<file path="config.mk">
export PLATFORM = sky130hd
export DESIGN_NAME = baud_gen
export DESIGN_NICKNAME = d
export VERILOG_FILES = /design/src/rtl/baud_gen_pkg.sv /design/src/rtl/baud_prescaler.sv /design/src/rtl/baud_phase.sv /design/src/rtl/baud_gen.sv
export SDC_FILE = /design/constraint.sdc
export NUM_CORES = 1
export LEC_CHECK = 0
export BUFFER_PORTS_ARGS = -buffer_cell sky130_fd_sc_hd__buf_2
export CAP_MARGIN = 0
export CORE_MARGIN = 2
export CORE_UTILIZATION = 48
export DETAILED_ROUTE_END_ITERATION = 16
export GPL_ROUTABILITY_DRIVEN = 0
export GPL_TIMING_DRIVEN = 0
export PLACE_DENSITY = 0.71
export SETUP_SLACK_MARGIN = 0.4
export SYNTH_ARGS = -nofsm -noshare
export SYNTH_HDL_FRONTEND = slang
export SYNTH_HIERARCHICAL = 1
export SYNTH_SLANG_ARGS = --single-unit
</file>
<file path="constraint.sdc">
create_clock -name clk -period 12.76 [get_ports clk]
set_input_delay 2.552 -clock clk [delete_from_list [all_inputs] [get_ports clk]]
set_output_delay 2.552 -clock clk [all_outputs]
set_load 0.01 [all_outputs]
</file>
<file path="src/rtl/baud_gen_pkg.sv">
package baud_gen_pkg;
  localparam int DIV_W      = 13;
  localparam int FIELD_W    = 5;
  localparam int RATIO_W    = FIELD_W + 1;
  localparam int MIN_RATIO  = 4;
  localparam int BE_BELOW   = 8;

  // Effective oversampling ratio from the stored ratio-minus-one field.
  function automatic logic [RATIO_W-1:0] eff_ratio(input logic [FIELD_W-1:0] field);
    logic [RATIO_W-1:0] r;
    r = {1'b0, field} + RATIO_W'(1);
    if (r < RATIO_W'(MIN_RATIO)) r = RATIO_W'(MIN_RATIO);
    return r;
  endfunction

  // Both-edge mode is forced for the low ratios.
  function automatic logic eff_both(input logic req, input logic [RATIO_W-1:0] r);
    return req | (r < RATIO_W'(BE_BELOW));
  endfunction
endpackage

</file>
<file path="src/rtl/baud_prescaler.sv">
module baud_prescaler #(
  parameter int W = 13
) (
  input  logic         clk,
  input  logic         rst_n,
  input  logic         clear,
  input  logic         run,
  input  logic [W-1:0] div,
  output logic         full_ev,
  output logic         half_ev
);
  logic [W-1:0] cnt;
  logic [W-1:0] last_pos;
  logic [W-1:0] half_pos;
  logic         splittable;

  assign last_pos   = div - W'(1);
  assign half_pos   = (div >> 1) - W'(1);
  assign splittable = (div >= W'(2));
  assign full_ev    = run && (cnt == last_pos);
  assign half_ev    = run && splittable && (cnt == half_pos);

  always_ff @(posedge clk or negedge rst_n) begin
    if (!rst_n)       cnt <= '0;
    else if (clear)   cnt <= '0;
    else if (run)     cnt <= full_ev ? '0 : cnt + W'(1);
  end
endmodule

</file>
<file path="src/rtl/baud_phase.sv">
module baud_phase #(
  parameter int RW = 6
) (
  input  logic          clk,
  input  logic          rst_n,
  input  logic          clear,
  input  logic          full_ev,
  input  logic          half_ev,
  input  logic          both,
  input  logic          split,
  input  logic [RW-1:0] ratio,
  output logic          os_tick,
  output logic          bit_tick,
  output logic          sample_strobe
);
  localparam int HW = RW + 1;

  logic [HW-1:0] pos;
  logic [HW-1:0] step;
  logic [HW-1:0] nxt;
  logic [HW-1:0] span;
  logic [HW-1:0] mid;

  assign span = {ratio, 1'b0};
  assign mid  = {1'b0, ratio};

  // Position in half-ticks: whole-tick steps count 2, half steps count 1.
  always_comb begin
    if (both && split) step = (full_ev || half_ev) ? HW'(1) : '0;
    else               step = full_ev ? HW'(2) : '0;
  end

  assign nxt           = pos + step;
  assign os_tick       = (step != '0);
  assign bit_tick      = os_tick && (nxt >= span);
  assign sample_strobe = os_tick && (pos < mid) && (nxt >= mid);

  always_ff @(posedge clk or negedge rst_n) begin
    if (!rst_n)        pos <= '0;
    else if (clear)    pos <= '0;
    else if (bit_tick) pos <= '0;
    else               pos <= nxt;
  end
endmodule

</file>
<file path="src/rtl/baud_gen.sv">
module baud_gen
  import baud_gen_pkg::*;
(
  input  logic               clk,
  input  logic               rst_n,
  input  logic               enable,
  input  logic               resync,
  input  logic [DIV_W-1:0]   div_in,
  input  logic [FIELD_W-1:0] ratio_field,
  input  logic               both_edge_in,
  output logic               os_tick,
  output logic               bit_tick,
  output logic               sample_strobe
);
  logic [DIV_W-1:0]   cfg_div;
  logic [RATIO_W-1:0] cfg_ratio;
  logic               cfg_both;
  logic               div_zero;
  logic               run;
  logic               clear;
  logic               split;
  logic               full_ev;
  logic               half_ev;

  // Shadow configuration, loaded only while the generator is stopped.
  always_ff @(posedge clk or negedge rst_n) begin
    if (!rst_n) begin
      cfg_div   <= '0;
      cfg_ratio <= RATIO_W'(MIN_RATIO);
      cfg_both  <= 1'b1;
    end else if (!enable) begin
      cfg_div   <= div_in;
      cfg_ratio <= eff_ratio(ratio_field);
      cfg_both  <= eff_both(both_edge_in, eff_ratio(ratio_field));
    end
  end

  assign div_zero = (cfg_div == '0);
  assign clear    = !enable || resync;
  assign run      = enable && !resync && !div_zero;
  assign split    = (cfg_div >= DIV_W'(2));

  baud_prescaler #(.W(DIV_W)) u_pre (
    .clk     (clk),
    .rst_n   (rst_n),
    .clear   (clear),
    .run     (run),
    .div     (cfg_div),
    .full_ev (full_ev),
    .half_ev (half_ev)
  );

  baud_phase #(.RW(RATIO_W)) u_phase (
    .clk           (clk),
    .rst_n         (rst_n),
    .clear         (clear),
    .full_ev       (full_ev),
    .half_ev       (half_ev),
    .both          (cfg_both),
    .split         (split),
    .ratio         (cfg_ratio),
    .os_tick       (os_tick),
    .bit_tick      (bit_tick),
    .sample_strobe (sample_strobe)
  );
endmodule

</file>
==> reports/metrics.cfg <==
[run_status]
status=finished, final reports clean

[grt]
grt_usage=0.208
antenna_found_initial=0
overflow=0
grt_pass1_wl_um=12700
grt_max_degree=41
first_global_vias=2705

[clocking]
clkSlewWorstSetupHoldPaths_ps=80
cts_sinks=40
cts_post_setup_buffers_inserted=0
root_buffer=clkbuf_8
cts_hold_buf=0
cts_made_buffers=5
cts_tree=yes
cts_resized=0
htreeDepth=2
clk_latency_ps=300
cts_buffer_depth=2

[timing]
hold_viol=0
setup_tns_ps=0
fin_crit_sh=0.760
max_freq_ghz=0.103
relSlewSlack=0.385
slew_viol_final=0
finalSetupViolCount=0
fin_worst_skew_ps=9.27
rsz0062_at_grt=no
worst_pin_slew_ps=922
fin_crit_ps=9690

[setup_path]
critPathLaunch=enable
path_class=in -> out
reg2reg_slack_ps=7510
r2r_start=cfg_div[2]
required_ps=10210
worst-path-max-fanout=13
ff2ff_path_depth=20
worstSetupEndpoint=sample_strobe
start_kind=primary input
r2r_end=u_phase/pos[0]
critPathCaptureType=output port
worstPathArrival_ps=7140

[routing]
post_drt_wl_per_cell_um=15.4
first_iter_violations=122
drcViolationCount=0
wl_met1_um=3400
drtAntennaViolNets=0
dr_wl_met2_um=3810
viasPerCell=5.83
num_vias=2822
dr.max_layer_used=met4
routed-wl-met3_um=196
drt_wl_total_um=7470
dr.pass1.iters=4

[yosys]
ys_seq_elements=40
async_flop_share=1.00
syn_nets=420
synth-edff-count=0
synth_area_sq_um=3340
avgSynthCellArea_sq_um=8.99
synth_ff_type=dfrtp_1
yosysUniqueCellTypes=71
ys_seq_area_frac=0.300
synth_warnings=6
syn_inst=372

[floorplanning]
die_y_um=87.5
start_util=0.495
dieArea_sq_um=7650
die_w_um=87.5
io_pins=26
core_sq_um=6760
row_count=30

[finish]
drive_gt1_frac=0.178
syn_to_final_growth_pct=9.81
n_antenna_cell=0
fin_nets=451
final_cell_area_sq_um=3670
stdcell_count=484
fin_util=0.543
num-fill-cells=650

[power_and_ir_drop]
leakage_nw=1.59
worst_ir_drop_vdd_mv=0.0683
powerDensity_nw_per_um2=85.4

[placement]
hpwl_um=5650
portBuffers=24
placed_cells=476
dpl_cell_area_sq_um=3560

[job]
max_cap_violations=0

[hold_path]
hold_class=reg -> reg

cells in the final DEF (no fill, tap or decap), types with 5 or more instances in the layout:
cell / instances
nand3_1: 26
clkbuf_1: 11
buf_2: 27
and3_1: 5
ha_1: 24
a31oi_1: 6
xnor2_1: 15
dfrtp_1: 38
clkbuf_8: 5
mux2_2: 13
nand4_1: 5
a21oi_1: 13
nand2b_1: 9
nor2b_1: 5
nand3b_1: 5
inv_1: 17
nor2_1: 25
nor3_1: 10
nor4_1: 6
nand2_1: 23
o21ai_0: 11
xor2_1: 22
worst max-delay path: stages:
cell,delay (ps)
buf_4,160
nand2b_1,320
nor2_1,290
o2111ai_1,160
a311o_1,290
or4_1,540
nor4_1,490
a21boi_0,400
ha_1,310
a21o_1,170
nand4_1,100
xnor2_1,190
ha_1,320
and3_1,180
a21oi_1,120
o21ai_0,110
o311a_1,290
buf_2,140
metrics by stage:
step / power, mW / worst slack [ps] / hold slack (ps)
floorplan: 0.190 / 3800 / 453
global placement: 0.208 / 3140 / 471
detailed placement: 0.210 / 3070 / 478
CTS: 0.315 / 3060 / 497
global route: 0.330 / 2680 / 520
finish: 0.313 / 3070 / 491
sequential cells by signal (all words and copies together), names as in the netlist:
register / count
cfg_both: 1
cfg_div: 13
cfg_ratio: 6
u_phase/pos: 7
u_pre/cnt: 13
where the power goes:
part	internal (mW)	switching (mW)	total [mW]
Clock	0.0581	0.0476	0.106
Combinational	0.0288	0.0369	0.0657
Sequential	0.134	0.00836	0.142
Total	0.221	0.0929	0.313
worst min path at each step:
| stage | from | endpoint | slack (ps) | depth (start not counted) |
|---|---|---|---|---|
| global placement | cfg_ratio[4] | cfg_ratio[4] | 470 | 2 |
| finish | cfg_ratio[4] | cfg_ratio[4] | 490 | 2 |
| floorplan | cfg_ratio[4] | cfg_ratio[4] | 450 | 2 |
| CTS | cfg_ratio[4] | cfg_ratio[4] | 500 | 2 |
| detailed placement | cfg_ratio[4] | cfg_ratio[4] | 480 | 2 |
| global route | cfg_ratio[1] | cfg_ratio[1] | 520 | 2 |
cell usage after synthesis (all sizes together), types with 3 or more instances:
library cell   n  share of area
a2111oi        3          0.013
a21oi         14          0.024
a31oi          6          0.011
and3           6          0.013
buf           10          0.021
clkbuf        11          0.013
dfrtp         38           0.28
ha            24          0.090
inv           17          0.019
mux2          13          0.044
nand2         23          0.026
nand2b         9          0.017
nand3         27          0.042
nand3b         5          0.011
nand4          5         0.0094
nor2          25          0.028
nor2b          5         0.0094
nor3          11          0.018
nor3b          4          0.010
nor4           6          0.011
o21ai         16          0.025
o311ai         6          0.016
or2            3         0.0056
or4            5          0.012
xnor2         16          0.044
xor2          22          0.058
metal layers:
metal,track usage,vias to the layer above
li1,-,1418
met4,0.0490,0
met5,0,-
met2,0.370,37
met3,0.0322,5
met1,0.264,1362
layout make-up:
cell class                 count  area [sq um]  area share
buffer                        21           114      0.0310
clock buffer                   6          72.6      0.0198
clock inverter                 2          35.0     0.00954
inverter                      17          63.8      0.0174
multi-input combinational    294          2160       0.589
sequential                    40          1000       0.273
tap                           80           100      0.0273
timing repair buffer          24           120      0.0327
cell families after synthesis:
family | Yosys count | share of synthesized area
AOI/OAI and AO/OA | 68 | 0.147
DFF | 40 | 0.300
and+or+nand+nor | 148 | 0.248
xor gates and xnor gates | 38 | 0.102
adders and majority gates | 25 | 0.0958
buffers and inverters | 38 | 0.0531
muxes | 15 | 0.0535
No activity file was read; power rests on OpenSTA's default activity.
